[config.mk]
export PLATFORM = sky130hd
export DESIGN_NAME = cellq_rx
export DESIGN_NICKNAME = d
export VERILOG_FILES = /design/src/rtl/cellq_pkg.sv /design/src/rtl/cellq_store.sv /design/src/rtl/cellq_wr.sv /design/src/rtl/cellq_rd.sv /design/src/rtl/cellq_rx.sv
export SDC_FILE = /design/constraint.sdc
export NUM_CORES = 1
export LEC_CHECK = 0
export ABC_AREA = 1
export ABC_CLOCK_PERIOD_IN_PS = 3900
export BUFFER_PORTS_ARGS = -buffer_cell sky130_fd_sc_hd__buf_4
export CAP_MARGIN = 20
export CORE_AREA = 2 2 291 293
export DETAILED_ROUTE_END_ITERATION = 10
export DIE_AREA = 0 0 293 295
export PLACE_DENSITY_LB_ADDON = 0.08
export SETUP_SLACK_MARGIN = 0.1
export SYNTH_ARGS = -nofsm -noshare
export SYNTH_HDL_FRONTEND = slang
export SYNTH_SLANG_ARGS = --single-unit
[constraint.sdc]
create_clock -name clk -period 3.9 [get_ports clk]
set_input_delay 0.78 -clock clk [delete_from_list [all_inputs] [get_ports clk]]
set_output_delay 0.78 -clock clk [all_outputs]
set_load 0.005 [all_outputs]
[src/rtl/cellq_pkg.sv]
package cellq_pkg;

    typedef enum logic [1:0] {
        W_IDLE,
        W_FILL,
        W_DROP
    } wr_state_t;

    typedef enum logic {
        R_HEAD,
        R_BODY
    } rd_state_t;

endpackage

[src/rtl/cellq_store.sv]
module cellq_store #(
    parameter int SLOTS  = 2,
    parameter int WORDS  = 16,
    parameter int IDX_W  = 4,
    parameter int SLOT_W = 1
) (
    input  logic              clk,
    input  logic              we,
    input  logic [SLOT_W-1:0] wslot,
    input  logic [IDX_W-1:0]  widx,
    input  logic [31:0]       wdata,
    input  logic [SLOT_W-1:0] rslot,
    input  logic [IDX_W-1:0]  ridx,
    output logic [31:0]       rdata
);

    logic [31:0] slot_rd [SLOTS];

    for (genvar s = 0; s < SLOTS; s++) begin : g_slot
        logic [31:0] bank [WORDS];

        always_ff @(posedge clk) begin
            if (we && (wslot == SLOT_W'(s))) begin
                bank[widx] <= wdata;
            end
        end

        assign slot_rd[s] = bank[ridx];
    end

    assign rdata = slot_rd[rslot];

endmodule

[src/rtl/cellq_wr.sv]
module cellq_wr
    import cellq_pkg::*;
#(
    parameter int SLOTS  = 2,
    parameter int LEN_W  = 7,
    parameter int IDX_W  = 4,
    parameter int SLOT_W = 1
) (
    input  logic              clk,
    input  logic              rst_n,
    input  logic              en,
    input  logic              take,
    input  logic              soc,
    input  logic [7:0]        din,
    input  logic              big_end,
    input  logic [LEN_W-1:0]  cell_len,
    input  logic              room,
    output logic              mem_we,
    output logic [SLOT_W-1:0] mem_slot,
    output logic [IDX_W-1:0]  mem_idx,
    output logic [31:0]       mem_word,
    output logic              commit,
    output logic              soc_err,
    output logic              ovf_set,
    output logic              busy
);

    wr_state_t         st_q, st_n;
    logic [SLOT_W-1:0] slot_q;
    logic [LEN_W-1:0]  bcnt_q, bcnt_n;
    logic [31:0]       acc_q, acc_n;
    logic              err_q, err_n;

    logic              byte_we;
    logic [LEN_W-1:0]  pos;
    logic [1:0]        lane;
    logic [4:0]        shift;
    logic              last;

    // state register
    always_ff @(posedge clk or negedge rst_n) begin
        if (!rst_n) begin
            st_q   <= W_IDLE;
            slot_q <= '0;
            bcnt_q <= '0;
            acc_q  <= '0;
            err_q  <= 1'b0;
        end else if (!en) begin
            st_q   <= W_IDLE;
            slot_q <= '0;
            bcnt_q <= '0;
            acc_q  <= '0;
            err_q  <= 1'b0;
        end else begin
            st_q   <= st_n;
            bcnt_q <= bcnt_n;
            err_q  <= err_n;
            if (byte_we) begin
                acc_q <= acc_n;
            end
            if (commit) begin
                slot_q <= (slot_q == SLOT_W'(SLOTS - 1)) ? '0 : slot_q + 1'b1;
            end
        end
    end

    // next state and outputs
    always_comb begin
        st_n    = st_q;
        byte_we = 1'b0;
        pos     = bcnt_q;
        ovf_set = 1'b0;
        err_n   = 1'b0;

        unique case (st_q)
            W_IDLE, W_DROP: begin
                if (take && soc) begin
                    if (room) begin
                        byte_we = 1'b1;
                        pos     = '0;
                    end else begin
                        ovf_set = 1'b1;
                        st_n    = W_DROP;
                    end
                end
            end
            W_FILL: begin
                if (take) begin
                    byte_we = 1'b1;
                    if (soc) begin
                        pos   = '0;
                        err_n = 1'b1;
                    end
                end
            end
            default: st_n = W_IDLE;
        endcase

        lane     = pos[1:0];
        shift    = {(big_end ? (2'd3 - lane) : lane), 3'b000};
        acc_n    = ((lane == 2'd0) ? 32'd0 : acc_q) | (32'(din) << shift);
        last     = (pos == (cell_len - LEN_W'(1)));
        mem_we   = byte_we && ((lane == 2'd3) || last);
        commit   = byte_we && last;

        if (byte_we) begin
            st_n = commit ? W_IDLE : W_FILL;
        end
        if (commit) begin
            bcnt_n = '0;
        end else if (byte_we) begin
            bcnt_n = pos + LEN_W'(1);
        end else begin
            bcnt_n = bcnt_q;
        end

        mem_slot = slot_q;
        mem_idx  = IDX_W'(pos >> 2);
        mem_word = acc_n;
        soc_err  = err_q;
        busy     = (st_q == W_FILL);
    end

endmodule

[src/rtl/cellq_rd.sv]
module cellq_rd
    import cellq_pkg::*;
#(
    parameter int SLOTS  = 2,
    parameter int IDX_W  = 4,
    parameter int SLOT_W = 1
) (
    input  logic              clk,
    input  logic              rst_n,
    input  logic              en,
    input  logic              rd_en,
    input  logic              have_cell,
    input  logic [IDX_W:0]    cell_words,
    output logic [SLOT_W-1:0] rd_slot,
    output logic [IDX_W-1:0]  rd_idx,
    output logic              done
);

    rd_state_t         st_q, st_n;
    logic [SLOT_W-1:0] slot_q;
    logic [IDX_W-1:0]  idx_q;
    logic              pop;
    logic              last;

    // state register
    always_ff @(posedge clk or negedge rst_n) begin
        if (!rst_n) begin
            st_q   <= R_HEAD;
            slot_q <= '0;
            idx_q  <= '0;
        end else if (!en) begin
            st_q   <= R_HEAD;
            slot_q <= '0;
            idx_q  <= '0;
        end else begin
            st_q <= st_n;
            if (pop) begin
                if (last) begin
                    idx_q  <= '0;
                    slot_q <= (slot_q == SLOT_W'(SLOTS - 1)) ? '0 : slot_q + 1'b1;
                end else begin
                    idx_q <= idx_q + 1'b1;
                end
            end
        end
    end

    // next state and outputs
    always_comb begin
        pop  = rd_en && have_cell;
        last = ({1'b0, idx_q} == (cell_words - 1'b1));
        st_n = st_q;
        unique case (st_q)
            R_HEAD: if (pop) st_n = last ? R_HEAD : R_BODY;
            R_BODY: if (pop && last) st_n = R_HEAD;
        endcase
        done    = pop && last;
        rd_slot = slot_q;
        rd_idx  = idx_q;
    end

endmodule

[src/rtl/cellq_rx.sv]
module cellq_rx #(
    parameter int SLOTS     = 2,
    parameter int BASE_LEN  = 53,
    parameter int MAX_EXTRA = 11,
    parameter int ADDR_W    = 5,
    parameter int EXTRA_W   = 4
) (
    input  logic              clk,
    input  logic              rst_n,
    input  logic              cfg_enable,
    input  logic              cfg_multi,
    input  logic [ADDR_W-1:0] cfg_slave_id,
    input  logic [EXTRA_W-1:0] cfg_extra,
    input  logic              cfg_big_end,
    input  logic [ADDR_W-1:0] line_addr,
    output logic              line_space,
    input  logic              line_enb_n,
    input  logic              line_soc,
    input  logic [7:0]        line_data,
    input  logic              rd_en,
    output logic [31:0]       rd_data,
    output logic              cell_ready,
    output logic              soc_err,
    output logic              ovf_flag
);

    localparam int MAX_LEN   = BASE_LEN + MAX_EXTRA;
    localparam int MAX_WORDS = (MAX_LEN + 3) / 4;
    localparam int LEN_W     = $clog2(MAX_LEN + 1);
    localparam int IDX_W     = $clog2(MAX_WORDS);
    localparam int SLOT_W    = (SLOTS > 1) ? $clog2(SLOTS) : 1;
    localparam int CNT_W     = $clog2(SLOTS + 1);

    logic [LEN_W-1:0]  cell_len;
    logic [IDX_W:0]    cell_words;
    logic              sel;
    logic              take;
    logic              room;
    logic [CNT_W-1:0]  occ_q;

    logic              wr_we;
    logic [SLOT_W-1:0] wr_slot;
    logic [IDX_W-1:0]  wr_idx;
    logic [31:0]       wr_word;
    logic              wr_commit;
    logic              wr_ovf;
    logic              wr_busy;
    logic [SLOT_W-1:0] rd_slot;
    logic [IDX_W-1:0]  rd_idx;
    logic              rd_done;

    always_comb begin
        if (int'(cfg_extra) > MAX_EXTRA) begin
            cell_len = LEN_W'(MAX_LEN);
        end else begin
            cell_len = LEN_W'(BASE_LEN) + LEN_W'(cfg_extra);
        end
        cell_words = (IDX_W + 1)'((int'(cell_len) + 3) / 4);
    end

    assign sel        = !cfg_multi || (line_addr == cfg_slave_id);
    assign take       = cfg_enable && sel && !line_enb_n;
    assign room       = (int'(occ_q) < SLOTS);
    assign line_space = cfg_enable && sel && ((int'(occ_q) + int'(wr_busy)) < SLOTS);
    assign cell_ready = (occ_q != '0);

    always_ff @(posedge clk or negedge rst_n) begin
        if (!rst_n) begin
            occ_q    <= '0;
            ovf_flag <= 1'b0;
        end else if (!cfg_enable) begin
            occ_q    <= '0;
            ovf_flag <= 1'b0;
        end else begin
            occ_q    <= occ_q + CNT_W'(wr_commit) - CNT_W'(rd_done);
            ovf_flag <= ovf_flag | wr_ovf;
        end
    end

    cellq_wr #(
        .SLOTS (SLOTS),
        .LEN_W (LEN_W),
        .IDX_W (IDX_W),
        .SLOT_W(SLOT_W)
    ) u_wr (
        .clk     (clk),
        .rst_n   (rst_n),
        .en      (cfg_enable),
        .take    (take),
        .soc     (line_soc),
        .din     (line_data),
        .big_end (cfg_big_end),
        .cell_len(cell_len),
        .room    (room),
        .mem_we  (wr_we),
        .mem_slot(wr_slot),
        .mem_idx (wr_idx),
        .mem_word(wr_word),
        .commit  (wr_commit),
        .soc_err (soc_err),
        .ovf_set (wr_ovf),
        .busy    (wr_busy)
    );

    cellq_store #(
        .SLOTS (SLOTS),
        .WORDS (MAX_WORDS),
        .IDX_W (IDX_W),
        .SLOT_W(SLOT_W)
    ) u_store (
        .clk  (clk),
        .we   (wr_we),
        .wslot(wr_slot),
        .widx (wr_idx),
        .wdata(wr_word),
        .rslot(rd_slot),
        .ridx (rd_idx),
        .rdata(rd_data)
    );

    cellq_rd #(
        .SLOTS (SLOTS),
        .IDX_W (IDX_W),
        .SLOT_W(SLOT_W)
    ) u_rd (
        .clk       (clk),
        .rst_n     (rst_n),
        .en        (cfg_enable),
        .rd_en     (rd_en),
        .have_cell (cell_ready),
        .cell_words(cell_words),
        .rd_slot   (rd_slot),
        .rd_idx    (rd_idx),
        .done      (rd_done)
    );

endmodule

==> impl_metrics.py, run 1 <==
metrics = {
    "clock_network": {
        "cts_buffers": 109,
        "cts_sinks": 1075,
        "cts_tree": "done",
        "path_clk_slew_ps": 60,
        "cts_max_level": 3,
        "root_buffer": "clkbuf_16",
        "cts_buffer_depth": 3,
        "clock_latency_ps": 680,
    },
    "final_layout": {
        "stdcell_area_mm2": 0.0516,
        "nNetsFinal": 3468,
        "final_common_cell": "edfxtp_1",
        "area_growth_syn_to_layout_pct": 20.1,
        "drive_above_1_share_pct": 17.7,
        "utilization_pct": 62.0,
        "final_cell_mix": "edfxtp_1 (1,024), nor2_1 (603), o21ai_0 (572)",
    },
    "global_route": {
        "grt_pass1_vias": 27820,
        "grt-ovfl-total": 0,
        "antenna_found_initial": 0,
        "grt_usage_pct": 28.7,
        "grt_max_degree": 88,
        "grt_pass1_wl_um": 183000,
    },
    "sta": {
        "finalMaxSlewViolations": 0,
        "fin_worst_skew_ps": 19.5,
        "fmax_mhz": 263,
        "finalSetupViolations": 0,
        "rsz0062_at_grt": "true",
        "worstMarginPinSlew_ps": 869,
        "slew_headroom_pct": 42.0,
        "hold_violations": 0,
        "whs_ps": 164,
        "tns_ps": 0,
        "period_minus_slack_ps": 3800,
        "period_share_pct": 97.5,
    },
    "floorplan": {
        "die_h_um": 295,
        "io_pins": 66,
        "rows": 106,
        "die_area_mm2": 0.0864,
        "core_mm2": 0.0832,
        "start_util_pct": 51.6,
        "die_w_um": 293,
    },
    "worst_setup_path": {
        "endpoint_kind": "output pin",
        "path_class": "register to output pin",
        "cp_data_arrival_time_ps": 3020,
        "crit_fanout": 33,
        "crit_path_start_kind": "register",
        "required_ps": 3120,
    },
    "detailed_routing": {
        "viasPerCell": 6.27,
        "num_vias": 28886,
        "drcViolationCount": 0,
        "drt-initial-drc-count": 3529,
        "ant_nets": 0,
        "routedWlPerCell_um": 27.4,
        "first_pass_iters": 6,
        "drt-total-wl_um": 126000,
    },
    "yosys": {
        "synth_top_family_by_area": "compound AO/OA/AOI/OAI gates",
        "ys_seq_area_share_pct": 74.6,
        "post_synth_and_or_nand_nor_area_fraction_pct": 8.22,
        "synth_xor_area_share_pct": 0.446,
        "ys_seq_elements": 1075,
        "syn_nets": 3283,
        "yosys.cell_types.count": 41,
        "muxShareOfSynthArea_pct": 0,
        "ys_warn_count": 0,
        "synth-compound-area-share_pct": 13.6,
        "synth_fa_ha_area_share_pct": 0.233,
        "synth_area_per_cell_um2": 13.2,
        "synth_area_mm2": 0.0429,
        "synthCells": 3245,
    },
    "placement": {
        "hpwl_um": 73200,
        "portBuffers": 65,
        "dpl_cell_area_mm2": 0.0471,
        "gp_congestion": 0.864,
    },
    "pwr": {
        "power.total_w": 0.0246,
        "ir_worst_vdd_v": 0.000378,
        "power_density_mw_per_mm2": 477,
        "power_leakage_nw": 17.4,
    },
    "worst_hold_path": {
        "hold_class": "input pin to async pin",
    },
    "outcome": {
        "status": "finished clean",
    },
    "flow_run": {
        "drv_cap": 0,
    },
}
==> cell type report <==
cell class | instances | area (µm²)
timing repair buffer | 307 | 3900
inverter | 87 | 374
antenna | 1 | 2.50
sequential | 1075 | 32000
tap | 1080 | 1350
clock buffer | 142 | 2900
clock inverter | 63 | 573
timing repair inverter | 1 | 8.76
multi-input combinational | 1849 | 10400
fill | 6174 | 31600
==> cells in the mapped netlist <==
cell type / n / area (µm²)
edfxtp_1: 1024 / 30700
nor2_1: 635 / 2380
o21ai_0: 586 / 2930
clkbuf_1: 219 / 822
o221ai_1: 194 / 1700
nand2_1: 122 / 458
o22ai_1: 90 / 563
nand3_1: 84 / 420
inv_1: 83 / 312
dfrtp_1: 51 / 1280
a31oi_1: 32 / 200
a32oi_1: 27 / 236
xor2_1: 12 / 105
o22ai_2: 10 / 125
buf_2: 8 / 40.0
ha_1: 8 / 100
a21oi_1: 7 / 35.0
o21ai_1: 6 / 30.0
nand2_2: 4 / 25.0
nand2_4: 4 / 45.0
nor2_2: 4 / 25.0
buf_1: 3 / 11.3
buf_6: 3 / 33.8
inv_2: 3 / 11.3
xnor2_1: 3 / 26.3
nand3_2: 2 / 20.0
nand3_4: 2 / 35.0
nand3b_1: 2 / 15.0
nand4_2: 2 / 25.0
nor2_4: 2 / 22.5
or2_2: 2 / 12.5
xor2_2: 2 / 32.5
a211oi_1: 1 / 7.51
a21oi_4: 1 / 16.3
and2_1: 1 / 6.26
buf_4: 1 / 7.51
clkinv_1: 1 / 3.75
nand4_1: 1 / 6.26
nand4_4: 1 / 21.3
or2_1: 1 / 6.26
xor2_4: 1 / 27.5
==> per-stage QoR <==
step                      worst slack (ps)  instances
after detailed placement               105       4373
after global placement                 177       4373
after global routing                  17.2       4604
after CTS                             50.2       4590
after floorplan                       -340       3245
final                                 97.7       4605
==> critical path, stage by stage, from the launching register on <==
cell	delay (ps)
dfrtp_4	590
inv_16	150
buf_16	180
buf_16	190
o21ai_0	100
o221ai_1	280
a31oi_1	180
buf_4	200
a32oi_2	180
buf_4	180
buf_4	110
==> repair_timing <==
item / in CTS / in global routing
gates cloned: 5 / 8
hold buffers: 0 / 0
setup buffers: 7 / 7
gates resized for setup: 56 / 55
pin swaps: 6 / 23
setup endpoints to repair: 32 / 30
==> layer usage <==
metal,routed length (µm),track usage [%],vias up
li1,-,-,12646
met1,53100,41.7,14653
met2,58700,45.3,1392
met3,11200,4.20,195
met4,3200,8.97,0
met5,0,0,-
==> where the power goes <==
group          switching (W)  leakage (nW)  internal [W]
clock                0.00437          1.71       0.00579
combinational        0.00114          5.54      0.000558
sequential        0.00000982          10.1        0.0127
total                0.00552          17.4        0.0191
==> path summary, 6_finish.rpt <==
| kind | startpoint | endpoint | cells after the start | slack (ps) |
|---|---|---|---|---|
| max | u_rd.rd_idx[0] | rd_data[31] | 10 | 100 |
| min reg2reg | ovf_flag | ovf_flag | 2 | 510 |
| max in group asynchronous | rst_n | u_rd.rd_idx[2] | 1 | 3190 |
| min | rst_n | occ_q[1] | 1 | 160 |
| min in group clk | cfg_enable | occ_q[0] | 3 | 400 |
| max reg2reg | occ_q[1] | u_store.g_slot[0].bank[12][13] | 12 | 920 |
==> cells by family after synthesis <==
kind of cell / Yosys count
buf+inv: 321
fa+ha+maj: 8
simple gates: 869
xor+xnor: 18
flops: 1075
compound gates: 954
==> flip-flops by register name, summed over array words and instances, names as in the netlist <==
register,cells
u_store.g_slot.bank,1024
u_wr.acc_q,32
u_wr.bcnt_q,7
u_rd.rd_idx,4
occ_q,2
u_wr.st_q,2
ovf_flag,1
u_rd.rd_slot,1
u_wr.mem_slot,1
u_wr.soc_err,1
No activity file was read; power rests on OpenSTA's default activity.
==> run 2: changes to the inputs <==
Settings changed: MAX_ROUTING_LAYER set to met4.
==> run 2 against run 1 <==
Against the previous run: first-iteration DRC count rose by 2.4%; worst hold slack improved by 22 ps; wire length grew 2.4%; global-route usage rose by 1.1 points; sequential share of layout area decreased by 0.69 points; non-clock buffer count grew 28; critical endpoint is now rd_data[1]; power rose by 3.2%; critical path depth is 2 lower; via count increased by 0.95%; combinational power about the same; cell count increased by 0.61%; register-to-register slack improved by 70 ps.
==> impl_metrics.py, run 2 (synthesis results as in run 1) <==
metrics = {
    "final_layout": {
        "ff_latch_area_mm2": 0.0320,
        "area_growth_syn_to_layout_pct": 21.5,
        "fillers": 6154,
        "final_cell_mix": "edfxtp_1 (1,024), nor2_1 (604), o21ai_0 (575)",
        "multi_input_area_mm2": 0.0104,
        "drive_above_1_share_pct": 18.9,
        "nNetsFinal": 3498,
        "largest_register_ffs": 1024,
        "final_common_cell": "edfxtp_1",
        "reg_top3": "u_store.g_slot.bank: 1024 flops, u_wr.acc_q: 32 flops, u_wr.bcnt_q: 7 flops",
        "top_register": "u_store.g_slot.bank",
    },
    "worst_setup_path": {
        "slowest_delay_ps": 710,
        "critPathBufInv": 4,
        "crit_path_start": "u_rd.rd_idx[0]",
        "rr_worst_depth": 12,
        "endpoint_kind": "output pin",
        "timing.rr.start": "occ_q[1]",
        "required_ps": 3120,
        "crit_fanout": 41,
        "crit_path_top_delay_cell": "a31oi_1",
        "reg2reg_to": "u_store.g_slot[0].bank[10][4]",
        "crit_chain": "buf_12 -> buf_12 -> buf_4 -> o21ai_0 -> o221ai_1 -> a31oi_1 -> a32oi_1 -> buf_4",
        "reg2reg_setup_slack_ps": 990,
        "path_class": "register to output pin",
        "critPathTopFamily": "compound AO/OA/AOI/OAI gates",
        "crit_path_start_kind": "register",
        "cp_data_arrival_time_ps": 3100,
        "cp-endpoint": "rd_data[1]",
        "worstSetupPathDepth": 8,
    },
    "clock_network": {
        "path_clk_slew_ps": 60,
        "root_buffer": "clkbuf_16",
        "clock_latency_ps": 680,
        "cts_buffers": 109,
        "holdBufCountCts": 0,
        "cts_sinks": 1075,
        "cts_max_level": 3,
        "cts_buffer_depth": 3,
        "cts_tree": "done",
    },
    "sta": {
        "fmax_mhz": 258,
        "tns_ps": 0,
        "finalSetupViolations": 0,
        "period_minus_slack_ps": 3880,
        "fin_worst_skew_ps": 39.1,
        "setup_ws_ps": 17.1,
        "hold_violations": 0,
        "worstMarginPinSlew_ps": 842,
        "rsz0062_at_grt": "true",
        "finalMaxSlewViolations": 0,
        "period_share_pct": 99.6,
        "slew_headroom_pct": 43.9,
    },
    "detailed_routing": {
        "first_pass_iters": 9,
        "drt-total-wl_um": 129000,
        "num_vias": 29160,
        "drcViolationCount": 0,
        "viasPerCell": 6.29,
        "ant_nets": 0,
        "met2_length_um": 61300,
        "routedWlPerCell_um": 27.9,
        "top_layer_used": "met4",
        "wl_met1_um": 53300,
        "met3_length_um": 11900,
        "drt-initial-drc-count": 3613,
    },
    "pwr": {
        "power_frac_clock_pct": 43.1,
        "power_frac_seq_pct": 50.1,
        "p_int_w": 0.0197,
        "power_leakage_nw": 17.6,
        "p_switching_w": 0.00569,
        "ir_worst_vdd_v": 0.000389,
        "power_density_mw_per_mm2": 487,
        "power_frac_comb_pct": 6.8,
        "switching_share_pct": 22.4,
    },
    "outcome": {
        "status": "finished clean",
    },
    "floorplan": {
        "die_area_mm2": 0.0864,
        "die_w_um": 293,
        "die_h_um": 295,
        "rows": 106,
        "core_mm2": 0.0832,
        "start_util_pct": 51.6,
        "io_pins": 66,
    },
    "worst_hold_path": {
        "hold_class": "input pin to async pin",
    },
    "global_route": {
        "grt_pass1_vias": 28232,
        "grt-ovfl-total": 0,
        "grt_pass1_wl_um": 185000,
        "grt_usage_pct": 29.9,
        "grt_max_degree": 74,
        "antenna_found_initial": 2,
    },
    "placement": {
        "gp_congestion": 0.879,
        "portBuffers": 65,
        "post-place-ws_ps": 148,
        "hpwl_um": 73500,
    },
    "flow_run": {
        "drv_cap": 0,
    },
}
## run 2: power groups by stage
stage | Clock (W) | Combinational, W | Sequential, W
6_report | 0.0109 | 0.00173 | 0.0127
5_1_grt | 0.0115 | 0.00185 | 0.0127
4_1_cts | 0.0110 | 0.00158 | 0.0127
2_1_floorplan | 0 | 0.000773 | 0.0130
3_3_place_gp | 0 | 0.00147 | 0.0130
3_5_place_dp | 0 | 0.00150 | 0.0130
## run 2: layout make-up
cell class,count,area share (%)
Inverter,87,0.717
Clock buffer,119,5.40
Antenna cell,1,0.00480
Multi-Input combinational cell,1849,20.0
Sequential cell,1075,61.4
Clock inverter,84,1.81
Timing Repair inverter,3,0.0504
Tap cell,1080,2.59
Timing Repair Buffer,335,7.97
## run 2: worst min path at each step
stage | from | endpoint | slack [ps] | depth (start not counted)
3_3_place_gp | ovf_flag | ovf_flag | 510 | 2
2_1_floorplan | rst_n | occ_q[0] | 480 | 0
6_report | rst_n | u_wr.acc_q[9] | 190 | 1
5_1_grt | rst_n | u_wr.acc_q[16] | 220 | 1
4_1_cts | rst_n | u_wr.acc_q[16] | 180 | 1
3_5_place_dp | ovf_flag | ovf_flag | 520 | 2
## run 2: per-layer routing
layer,vias to the layer above,track usage [%]
met1,14766,42.3
met3,198,3.81
met4,0,7.20
met5,-,-
met2,1514,46.6
li1,12682,-
## run 2: timing repair
action / 4_1_cts / 5_1_grt
setup buffers: 8 / 27
endpoints found under the setup margin: 32 / 29
gates resized for setup: 63 / 49
pin swaps: 8 / 25
gates cloned: 4 / 16
## run 2: worst reg2reg max path: stages (launching register included)
cell	delay (ps)
dfrtp_1	460
nor2_1	200
nand4_4	320
nand3_1	230
nand2_1	70
nand2_1	60
nand2_1	60
nor2_2	140
nand3_4	130
nand2_4	120
nand2_4	280
nor2_4	230
buf_12	290
## run 2: through the flow
step	hold slack [ps]	total power [W]	cell area, µm²	utilization [%]	cells
final	186	0.0254	52100	62.7	4633
after global routing	216	0.0261	52100	62.7	4632
after CTS	176	0.0253	51300	61.6	4589
after detailed placement	517	0.0145	47000	56.5	4374
after global placement	511	0.0145	47000	56.5	4374
after floorplan	484	0.0138	42900	-	3245
